===== config.mk =====
export PLATFORM = sky130hd
export DESIGN_NAME = tick_watchdog
export DESIGN_NICKNAME = d
export VERILOG_FILES = /design/src/rtl/wdg_pkg.sv /design/src/rtl/wdg_prescaler.sv /design/src/rtl/wdg_counter.sv /design/src/rtl/wdg_pulse.sv /design/src/rtl/wdg_regs.sv /design/src/rtl/tick_watchdog.sv
export SDC_FILE = /design/constraint.sdc
export NUM_CORES = 1
export LEC_CHECK = 0
export CORE_ASPECT_RATIO = 1.75
export CORE_UTILIZATION = 55
export CTS_BUF_LIST = sky130_fd_sc_hd__clkbuf_16
export DETAILED_ROUTE_END_ITERATION = 8
export GPL_TIMING_DRIVEN = 0
export PLACE_DENSITY = 0.79
export SETUP_SLACK_MARGIN = 0.1
export SYNTH_ARGS = -nofsm -noshare
export SYNTH_HDL_FRONTEND = slang
export SYNTH_SLANG_ARGS = --single-unit

===== constraint.sdc =====
create_clock -name clk -period 5.6 [get_ports clk]
set_input_delay 0.84 -clock clk [delete_from_list [all_inputs] [get_ports clk]]
set_output_delay 0.84 -clock clk [all_outputs]
set_load 0.005 [all_outputs]

===== src/rtl/wdg_pkg.sv =====
// Package: shared register map for the watchdog.
// Assumes an 8-bit register port with three word addresses.
package wdg_pkg;

    typedef enum logic [1:0] {
        ADDR_CTRL   = 2'd0,
        ADDR_RELOAD = 2'd1,
        ADDR_COUNT  = 2'd2
    } wdg_addr_e;

    localparam int DATA_W      = 8;
    localparam int BIT_REFRESH = 0;
    localparam int BIT_RUN     = 1;
    localparam int BIT_RST_EN  = 2;
    localparam int BIT_FLAG    = 3;

endpackage


===== src/rtl/wdg_prescaler.sv =====
// Module: wdg_prescaler
// Divides the system clock by PRESCALE and emits one tick per period.
// Holds while 'active' is low. 'clear' restarts the period from zero
// and wins over counting. Assumes PRESCALE >= 2.
module wdg_prescaler #(
    parameter int PRESCALE = 344064
) (
    input  logic clk,
    input  logic rst_n,
    input  logic active,
    input  logic clear,
    output logic tick
);
    localparam int PW = (PRESCALE > 1) ? $clog2(PRESCALE) : 1;
    localparam logic [PW-1:0] TERM = PW'(PRESCALE - 1);

    logic [PW-1:0] cnt;

    assign tick = active && !clear && (cnt == TERM);

    // Purpose: advance the divider, wrap at terminal count, restart on clear.
    always_ff @(posedge clk) begin
        if (!rst_n) begin
            cnt <= '0;
        end else if (clear) begin
            cnt <= '0;
        end else if (active) begin
            cnt <= (cnt == TERM) ? '0 : cnt + 1'b1;
        end
    end

    AST_PRESC_RANGE: assert property (@(posedge clk) disable iff (!rst_n)
        cnt <= TERM);
    AST_PRESC_HOLD: assert property (@(posedge clk) disable iff (!rst_n)
        (!active && !clear) |=> $stable(cnt));
endmodule


===== src/rtl/wdg_counter.sv =====
// Module: wdg_counter
// The watchdog count itself. It loads the reload value on refresh and
// steps up by one on each tick. When a tick arrives at the top (or one
// below), it reports overflow and reloads. Refresh wins over a tick.
module wdg_counter #(
    parameter int W = 8
) (
    input  logic         clk,
    input  logic         rst_n,
    input  logic         refresh,
    input  logic         tick,
    input  logic [W-1:0] reload,
    output logic [W-1:0] count,
    output logic         ovf
);
    localparam logic [W-1:0] LAST = {{(W-1){1'b1}}, 1'b0};

    assign ovf = tick && !refresh && (count >= LAST);

    // Purpose: load, step, or reload the watchdog count.
    always_ff @(posedge clk) begin
        if (!rst_n) begin
            count <= '0;
        end else if (refresh) begin
            count <= reload;
        end else if (ovf) begin
            count <= reload;
        end else if (tick) begin
            count <= count + 1'b1;
        end
    end

    AST_REFRESH_LOAD: assert property (@(posedge clk) disable iff (!rst_n)
        refresh |=> (count == $past(reload)));
    AST_OVF_RELOAD: assert property (@(posedge clk) disable iff (!rst_n)
        ovf |=> (count == $past(reload)));
    AST_COUNT_HOLD: assert property (@(posedge clk) disable iff (!rst_n)
        (!tick && !refresh) |=> $stable(count));
endmodule


===== src/rtl/wdg_pulse.sv =====
// Module: wdg_pulse
// Stretches a one-cycle start strobe into a request exactly LEN cycles
// wide. A start during an active pulse restarts the full width.
module wdg_pulse #(
    parameter int LEN = 16
) (
    input  logic clk,
    input  logic rst_n,
    input  logic start,
    output logic req
);
    localparam int CW = $clog2(LEN + 1);

    logic [CW-1:0] remain;

    assign req = (remain != '0);

    // Purpose: load the width on start, count down to zero otherwise.
    always_ff @(posedge clk) begin
        if (!rst_n) begin
            remain <= '0;
        end else if (start) begin
            remain <= CW'(LEN);
        end else if (remain != '0) begin
            remain <= remain - 1'b1;
        end
    end

    AST_PULSE_START: assert property (@(posedge clk) disable iff (!rst_n)
        start |=> req);
    AST_PULSE_BOUND: assert property (@(posedge clk) disable iff (!rst_n)
        remain <= CW'(LEN));
endmodule


===== src/rtl/wdg_regs.sv =====
// Module: wdg_regs
// Software-visible registers: the control bits, the reload value and
// the sticky flag. Refresh is a pulse decoded from the write and is
// never stored. Overflow setting the flag wins over a write-one clear.
module wdg_regs
    import wdg_pkg::*;
(
    input  logic              clk,
    input  logic              rst_n,
    input  logic              wr,
    input  logic [1:0]        addr,
    input  logic [DATA_W-1:0] wdata,
    input  logic [DATA_W-1:0] count,
    input  logic              flag_set,
    output logic [DATA_W-1:0] rdata,
    output logic [DATA_W-1:0] reload,
    output logic              run,
    output logic              rst_en,
    output logic              refresh,
    output logic              flag
);
    logic ctrl_wr;
    logic reload_wr;
    logic flag_clr;

    assign ctrl_wr   = wr && (addr == ADDR_CTRL);
    assign reload_wr = wr && (addr == ADDR_RELOAD);
    assign refresh   = ctrl_wr && wdata[BIT_REFRESH];
    assign flag_clr  = ctrl_wr && wdata[BIT_FLAG];

    // Purpose: store the run and reset-enable bits.
    always_ff @(posedge clk) begin
        if (!rst_n) begin
            run    <= 1'b0;
            rst_en <= 1'b0;
        end else if (ctrl_wr) begin
            run    <= wdata[BIT_RUN];
            rst_en <= wdata[BIT_RST_EN];
        end
    end

    // Purpose: store the reload value.
    always_ff @(posedge clk) begin
        if (!rst_n) begin
            reload <= '0;
        end else if (reload_wr) begin
            reload <= wdata;
        end
    end

    // Purpose: sticky flag, set by overflow, cleared by writing one.
    always_ff @(posedge clk) begin
        if (!rst_n) begin
            flag <= 1'b0;
        end else if (flag_set) begin
            flag <= 1'b1;
        end else if (flag_clr) begin
            flag <= 1'b0;
        end
    end

    // Purpose: select read data by address.
    always_comb begin
        rdata = '0;
        case (addr)
            ADDR_CTRL: begin
                rdata[BIT_RUN]    = run;
                rdata[BIT_RST_EN] = rst_en;
                rdata[BIT_FLAG]   = flag;
            end
            ADDR_RELOAD: rdata = reload;
            ADDR_COUNT:  rdata = count;
            default:     rdata = '0;
        endcase
    end

    AST_FLAG_KEEP: assert property (@(posedge clk) disable iff (!rst_n)
        (flag && !flag_clr) |=> flag);
    AST_FLAG_ZERO_WRITE: assert property (@(posedge clk) disable iff (!rst_n)
        (flag && ctrl_wr && !wdata[BIT_FLAG]) |=> flag);
endmodule


===== src/rtl/tick_watchdog.sv =====
// Module: tick_watchdog (top)
// Prescaled watchdog. It joins the register file, the prescaler, the
// 8-bit counter and the reset pulse stretcher. The counter runs while
// run is set and idle is low. Overflow sets the flag and, when enabled,
// requests a reset of PULSE_LEN cycles.
module tick_watchdog #(
    parameter int PRESCALE  = 344064,
    parameter int PULSE_LEN = 16
) (
    input  logic       clk,
    input  logic       rst_n,
    input  logic       reg_wr,
    input  logic [1:0] reg_addr,
    input  logic [7:0] reg_wdata,
    output logic [7:0] reg_rdata,
    input  logic       idle,
    output logic       wdt_rst_req,
    output logic       wdt_flag
);
    import wdg_pkg::*;

    logic [DATA_W-1:0] reload;
    logic [DATA_W-1:0] count;
    logic              run;
    logic              rst_en;
    logic              refresh;
    logic              tick;
    logic              ovf;
    logic              active;

    assign active = run && !idle;

    wdg_regs u_regs (
        .clk      (clk),
        .rst_n    (rst_n),
        .wr       (reg_wr),
        .addr     (reg_addr),
        .wdata    (reg_wdata),
        .count    (count),
        .flag_set (ovf),
        .rdata    (reg_rdata),
        .reload   (reload),
        .run      (run),
        .rst_en   (rst_en),
        .refresh  (refresh),
        .flag     (wdt_flag)
    );

    wdg_prescaler #(.PRESCALE(PRESCALE)) u_presc (
        .clk    (clk),
        .rst_n  (rst_n),
        .active (active),
        .clear  (refresh || !run),
        .tick   (tick)
    );

    wdg_counter #(.W(DATA_W)) u_count (
        .clk     (clk),
        .rst_n   (rst_n),
        .refresh (refresh),
        .tick    (tick),
        .reload  (reload),
        .count   (count),
        .ovf     (ovf)
    );

    wdg_pulse #(.LEN(PULSE_LEN)) u_pulse (
        .clk   (clk),
        .rst_n (rst_n),
        .start (ovf && rst_en),
        .req   (wdt_rst_req)
    );

    AST_FLAG_ON_OVF: assert property (@(posedge clk) disable iff (!rst_n)
        ovf |=> wdt_flag);
    AST_REQ_NEEDS_EN: assert property (@(posedge clk) disable iff (!rst_n)
        $rose(wdt_rst_req) |-> $past(rst_en));
    AST_NO_OVF_STOPPED: assert property (@(posedge clk) disable iff (!rst_n)
        !active |-> !ovf);
endmodule


==> impl.org, run 1 <==
** Synthesis
- In this run, synthesis produced a sequential element count of 43.
- In this run the cell area of the synthesized design comes to around 0.0023 mm2.
- Number of synthesized flops with an enable pin :: 0
- The netlist uses 46 different library cells.
- During synthesis, Yosys emitted a total of 0 warnings.
- When the netlist entered floorplanning its net count stood at 311.
- For this run, the leading register cell type out of synthesis is sky130_fd_sc_hd__dfxtp_1.
- Seq/Total Area, Yosys :: between 30% and 40%
- Fraction of registers with async set/reset :: 0%
- After synthesis, the mean cell area works out to 8.13 um2.
- The cell count after synthesis came out at a little under 300.

** Timing
- RSZ-0062 raised after global routing :: no
- Hold WS :: 0.456 ns
- For the final routed database, the setup TNS stands at 0 ns.
- The max-slew violation count is 0.
- Clk_skew :: 0.00212 ns
- Relative slew margins :: 41.2%
- Count of endpoints failing hold in the final timing report :: 0
- Actual slew at the worst max-slew pin :: around 0.9 ns
- Setup violations remaining at the end of the flow were counted as 0.
- Highest clock frequency the design can meet :: ~250 MHz
- The worst path uses between 70% and 80% of the clock period.
- The clock period could shrink to approximately 3.9 ns.

** Cells and area
- Compared with the post-synthesis result, the final layout area differs by 17.9%.
- The number of antenna diodes in the final layout is 0.
- The library cell used most frequently in the layout, excluding fill and tap cells, is sky130_fd_sc_hd__dfxtp_1.
- Final Net Count :: between 300 and 400
- Most used cells in the layout excluding fill and tap cells :: sky130_fd_sc_hd__dfxtp_1, sky130_fd_sc_hd__nor2_1, sky130_fd_sc_hd__nand2_1
- Fraction of layout cells with a size suffix above 1 :: between 6 and 7%
- After the flow finishes, the layout carries non-filler instances totaling roughly 370.

** Status
- The run finished with clean final reports.

** Routing
- After detailed routing, the number of vias per cell comes to 5.98.
- Detailed-route via count :: between 2000 and 2500
- Once detail routing completed, the nets flagged for antenna violations numbered 0.
- Dividing the detail-routed wire length by the instance count gives 15.2 um.
- The routed design has approximately 5600 um of wire.
- TritonRoute pass-1 iters :: 5
- The first routing iteration left 60 violations.
- Remaining routing DRC violations :: 0

** Floorplan
- Measured along the y axis, the die boundary spans a little under 90 um.
- Pin placement for this block handled 24 I/O pins.
- Area of the die :: approximately 0.0045 mm2
- The floorplan has 31 rows.
- Die Width :: around 51 um
- Initial cell density of the core :: 57.2%
- Floorplan core area :: slightly above 0.004 mm2

** Global routing
- Pin count of the biggest net entering global routing :: 14
- Number of antenna violations at the first check in global routing :: 0
- Remaining Overflow, GRT :: 0
- Across every metal layer, demand over resource in global routing totals between 20% and 30%.
- Number of global-route vias before repair :: between 2000 and 2500
- The first global-routing pass estimated roughly 9500 um of wire.

** Setup path
- Data arrives at the worst endpoint at ~3.1 ns.
- For the worst setup path, the data required time is ~4.8 ns.
- In this run the worst path has a maximum fanout of 10.
- STA classifies the critical path startpoint as a primary input.
- STA classifies the critical path endpoint as a primary output.
- WS Path Type :: in -> out

** Pwr
- For this design the ratio of total power to cell area is approximately 270 mW/mm2.
- Sequential fraction of design power :: between 40% and 50%
- Switching power :: about 190 uW
- The worst-case IR drop observed on VDD is between 0.15 and 0.2 mV.
- Relative contribution of combinational cells to total power :: 16.9%
- The clock network burns between 30% and 40% of the power.
- Net switching is between 20% and 30% of the power.
- For this design the static power due to leakage is 0.000917 uW.
- Internal portion of total power :: ~550 uW

** CTS
- Hold buffer count at cts :: 0
- TritonCTS clock tree :: yes
- Total CTS buffers :: 5
- Counting every sink on the clock net gives 43.
- In this run the deepest clock path goes through 2 buffers.
- Clock-pin slew of the registers on the worst-case setup and hold paths :: about 0.060 ns
- At the later pin of the worst-skew pair, clock insertion delay measures roughly 0.28 ns.
- Number of setup buffers added after CTS :: 0
- Gates resized during post-CTS repair numbered 0.
- Max H-tree Level :: 2
- Root buffer selected by CTS :: sky130_fd_sc_hd__clkbuf_16

** Placed design
- The congestion estimate from routability-driven global placement came to about 0.8.
- Placed Instances :: 360
- Input and output buffers added on the ports amount to 22.
- Summed over all nets, the half-perimeter wirelength after detailed placement is roughly 4200 um.

** Min path
- The worst hold path belongs to the class reg -> reg.

** Flow run
- Max-cap violations in this run came to 0.
## critical path, stage by stage
cell and delay [ns]:
sky130_fd_sc_hd__clkdlybuf4s50_1 0.46, sky130_fd_sc_hd__inv_1 0.10, sky130_fd_sc_hd__ha_1 0.14, sky130_fd_sc_hd__clkbuf_1 0.28
sky130_fd_sc_hd__clkbuf_1 0.41, sky130_fd_sc_hd__a222oi_1 0.19, sky130_fd_sc_hd__nor2_1 0.14, sky130_fd_sc_hd__clkdlybuf4s50_1 0.52
## registers in the layout (all words and copies together) (netlist names)
signal,cells
u_count.count,8
u_presc.cnt,19
u_pulse.remain,5
u_regs.flag,1
u_regs.reload,8
u_regs.rst_en,1
u_regs.run,1
## cell usage after synthesis, types with 6 or more instances
cell                       instances  area (um2)
sky130_fd_sc_hd__dfxtp_1          43         861
sky130_fd_sc_hd__nor2b_1           6        37.5
sky130_fd_sc_hd__nand4_1          15        93.8
sky130_fd_sc_hd__and3_1            7        43.8
sky130_fd_sc_hd__nand3_1          24         120
sky130_fd_sc_hd__clkbuf_1         11        41.3
sky130_fd_sc_hd__xnor2_1          13         114
sky130_fd_sc_hd__nor2_1           36         135
sky130_fd_sc_hd__ha_1              8         100
sky130_fd_sc_hd__nand2_1          31         116
sky130_fd_sc_hd__inv_1             6        22.5
sky130_fd_sc_hd__a21oi_1          16        80.1
sky130_fd_sc_hd__xor2_1           10        87.6
## metal layers
metal,global-route usage [%],share of wire [%]
met5,0,0
met4,11.5,2.4
met3,3.78,2.8
met2,53.5,55
met1,26.9,40
## power groups by stage
stage          clock (uW)  sequential, uW  combinational [uW]
2_1_floorplan           0             340                83.6
3_3_place_gp            0             343                 117
3_5_place_dp            0             345                 124
4_1_cts               280             338                 125
5_1_grt               296             340                 141
6_report              274             338                 124
## path summary, 6_finish.rpt
check	from	end	slack, ns	cells past startpoint
worst max-delay path	reg_addr[1]	reg_rdata[1]	1.67	8
worst min register to register	u_pulse.remain[4]	u_pulse.remain[4]	0.46	2
worst min-delay path	u_pulse.remain[4]	u_pulse.remain[4]	0.46	2
worst max register to register	u_count.count[0]	u_count.count[1]	3.16	7
## cell families (layout without fill, tap and decap cells)
| kind of cell | after synthesis | count (layout) | synth area share [%] |
|---|---|---|---|
| AOI/OAI and AO/OA | 47 | 47 | 13.4 |
| xor gates and xnor gates | 23 | 23 | 8.57 |
| adders and majority gates | 8 | 8 | 4.26 |
| buffers and inverters | 21 | 51 | 4.53 |
| DFF | 43 | 43 | 36.6 |
| and+or+nand+nor | 147 | 147 | 32.6 |
## per-stage QoR
stage                     util (%)  power, uW  setup WS [ns]  cell area (um2)
after CTS                     67.4        743           1.65             2770
final                         67.4        736           1.67             2770
after global routing          67.4        777           1.54             2770
after floorplan                  -        424           2.95             2350
after global placement        64.0        459           1.79             2630
after detailed placement      64.0        468           1.70             2630
## final cells by class
type,instances,area (um2)
Buffer,14,80.1
Clock buffer,5,125
Clock inverter,3,15.0
Fill cell,346,1340
Inverter,7,26.3
Multi-Input combinational cell,225,1380
Sequential cell,43,861
Tap cell,49,61.3
Timing Repair Buffer,22,220
Power figures use the tool's default switching activity.
==> run 2, diff against run 1 <==
- clock period: 5.6 -> 4 ns (I/O delays scaled with it)
==> results of run 2 <==
The final DEF is identical to that of run 1. Status: finished, final reports clean.
Main changes from that run: setup slack after placement 1.70 ns -> 0.567 ns; setup slack after layout 1.67 ns -> 0.550 ns; register-to-register setup slack 3.16 ns -> 1.56 ns; total power 736 uW -> 1030 uW; worst IR drop on VDD 0.182 mV -> 0.255 mV
==> run 3, diff against run 2 <==
- ABC_CLOCK_PERIOD_IN_PS: default -> 4000
- CORE_MARGIN: default -> 2
==> run 3 against run 2 <==
The flow now finishes with violations (DRC). Largest cell class unchanged. Highest routed layer unchanged. Critical path depth unchanged. Maximum frequency increased by 0.54%. Sequential share of layout area decreased by 0.26 points.
==> impl.org, run 3 (same netlist as run 1, synthesis figures left out) <==
** Placed design
- Placed Instances :: 360 (unchanged)
- The routability-driven placement congestion ratio was 0.818 (was 0.811).
- The half-perimeter wire length after placement came to 4230 um (was 4190 um).
- Minimum setup slack after placement :: 0.588 ns (was 0.567 ns)
- Port Buffers :: 22 (unchanged)

** CTS
- The cell chosen for the clock root is sky130_fd_sc_hd__clkbuf_16 (unchanged).
- Number of setup buffers added after CTS :: 0 (unchanged)
- Hold buffer count at cts :: 0 (unchanged)
- Clock insertion delay at the later pin of the skew report :: 0.28 ns (about the same)
- The clock-pin slew on the worst setup and hold paths came to 0.06 ns (about the same).
- CTS sink cnt :: 43 (unchanged)
- Post_cts resized :: 0 (unchanged)
- Total CTS buffers :: 5 (unchanged)
- The maximum level of the CTS H-tree is 2 (unchanged).
- The CTS tree is yes (unchanged).
- Number of buffers on the longest clock path :: 2 (unchanged)

** Setup path
- The critical path data required time was 3.40 ns (about the same).
- Worst EP arrival :: 2.83 ns (was 2.85 ns)
- The sort of element at the start of the critical path was a primary input (unchanged).
- The kind of critical path was in -> out (unchanged).
- CP max FO :: 10 (unchanged)
- The nature of the critical path endpoint is a primary output (unchanged).

** Routing
- TritonRoute pass-1 iters :: 6 (was 5)
- DR vias/cell :: 6.03 (was 5.98)
- The wire length reported by the detailed router was 5720 um (was 5590 um).
- Remaining routing DRC violations :: 1 (was 0)
- The detail-routed net length per standard cell was 15.5 um (was 15.2 um).
- The first-iteration detailed-routing DRC count came to 52 (was 60).
- The total number of vias came to 2220 (was 2200).
- Detail Route Antenna Nets :: 0 (unchanged)

** Timing
- The headroom to the max-slew limit is 40.3% (was 41.2%).
- The max-slew violation count was 0 (unchanged).
- The highest attainable clock frequency came to 291 MHz (was 290 MHz).
- Clk_skew :: 0.00504 ns (was 0.00212 ns)
- Actual slew at the worst max-slew pin :: 0.887 ns (was 0.874 ns)
- Final worst path period share :: 85.8% (was 86.3%)
- The setup total negative slack came to 0 ns (unchanged).
- Setup-failing EPs final :: 0 (unchanged)
- The clock period minus final worst setup slack came to 3.43 ns (was 3.45 ns).
- Worst setup margin :: 0.568 ns (was 0.550 ns)
- Count of endpoints failing hold in the final timing report :: 0 (unchanged)
- RSZ-0062 raised after global routing: no (unchanged).

** Cells and area
- Most common cell after layout, fill and taps aside :: sky130_fd_sc_hd__dfxtp_1 (unchanged)
- Core utilization of the finished layout :: 68.0% (was 67.4%)
- # fillers :: 360 (was 346)
- The number of flip-flops in the largest register is 19 (unchanged).
- Biggest registers after layout: u_presc.cnt x19, u_count.count x8, u_regs.reload x8 (unchanged).
- The number of cells in the finished layout apart from fillers came to 368 (unchanged).
- Register with the highest flop count :: u_presc.cnt (unchanged)
- Final Net Count :: 340 (unchanged)
- Signed area change from the synthesized netlist to the final layout :: 19.0% (was 17.9%)
- The number of antenna cells inserted came to 0 (unchanged).
- Fraction of layout cells with a size suffix above 1 :: 5.96% (was 6.27%)
- Most used cells in the layout excluding fill and tap cells: sky130_fd_sc_hd__dfxtp_1, sky130_fd_sc_hd__nor2_1, sky130_fd_sc_hd__nand2_1 (unchanged).

** Floorplan
- Initial cell density of the core :: 57.2% (unchanged)
- The die outline height was 90.5 um (was 88.5 um).
- Die Width :: 53.4 um (was 51.4 um)
- Std cell rows :: 31 (unchanged)
- Area of the die :: 0.00483 mm2 (was 0.00455 mm2)
- The count of pins on the block boundary is 24 (unchanged).
- Floorplan core area :: 0.00411 mm2 (unchanged)

** Global routing
- The pin count of the biggest net entering global routing is 14 (unchanged).
- Number of antenna violations at the first check in global routing :: 0 (unchanged)
- First-pass GRT wire length :: 9690 um (was 9450 um)
- The overall track demand over capacity in global routing is 26.2% (was 27.1%).
- The number of global-route vias before repair is 2243 (was 2213).
- The sum of overflow across all layers after global routing was 0 (unchanged).

** Pwr
- Power density over the cells :: 393 mW/mm2 (was 372 mW/mm2)
- Peak supply drop :: 0.349 mV (was 0.255 mV)
- The cell leakage power is 0.000925 uW (was 0.000917 uW).

** Status
- The checks that failed: DRC.
- Status: finished, violations left (was finished, final reports clean).

** Min path
- The type of the tightest min-delay check was reg -> reg (unchanged).

** Flow run
- Maximum capacitance violations :: 0 (unchanged)
==> run 3: worst paths after layout <==
| path | startpoint | end | slack [ns] | depth (start not counted) |
|---|---|---|---|---|
| worst min register to register | u_pulse.remain[4] | u_pulse.remain[4] | 0.45 | 2 |
| worst max-delay path | reg_addr[1] | reg_rdata[1] | 0.57 | 8 |
| worst max register to register | u_count.count[0] | u_count.count[1] | 1.58 | 7 |
| worst min-delay path | u_pulse.remain[4] | u_pulse.remain[4] | 0.45 | 2 |
==> run 3: power by group <==
part	total (uW)	internal [uW]	switching, uW
Clock	452	291	161
Combinational	173	88.5	84.8
Sequential	473	452	21.4
Total	1100	831	267
==> run 3: layout make-up <==
type | instances | area (um2) | area share, %
sequential | 43 | 861 | 30.8
multi-input combinational | 225 | 1380 | 49.5
inverter | 7 | 26.3 | 0.940
tap | 49 | 61.3 | 2.19
clock buffer | 5 | 125 | 4.48
timing repair buffer | 22 | 220 | 7.88
buffer | 14 | 80.1 | 2.86
clock inverter | 3 | 38.8 | 1.39
==> run 3: critical path: stages <==
cell,delay (ns)
sky130_fd_sc_hd__clkdlybuf4s50_1,0.46
sky130_fd_sc_hd__inv_1,0.10
sky130_fd_sc_hd__ha_1,0.14
sky130_fd_sc_hd__clkbuf_1,0.29
sky130_fd_sc_hd__clkbuf_1,0.41
sky130_fd_sc_hd__a222oi_1,0.16
sky130_fd_sc_hd__nor2_1,0.14
sky130_fd_sc_hd__clkdlybuf4s50_1,0.52
==> run 3: routing by layer <==
metal / global-route usage (%) / routed length, um / vias to the layer above
met4: 16.9 / 216 / 0
met5: 0 / 0 / -
met1: 24.5 / 2160 / 1050
met3: 4.47 / 205 / 20
met2: 48.0 / 3140 / 59
li1: - / - / 1091
==> run 3: through the flow <==
step                hold slack (ns)  total power, uW  instance area, um2
finish                        0.454             1100                2800
global route                  0.469             1140                2800
CTS                           0.454             1100                2800
detailed placement            0.445              655                2630
global placement              0.441              643                2630
floorplan                     0.432              593                2350
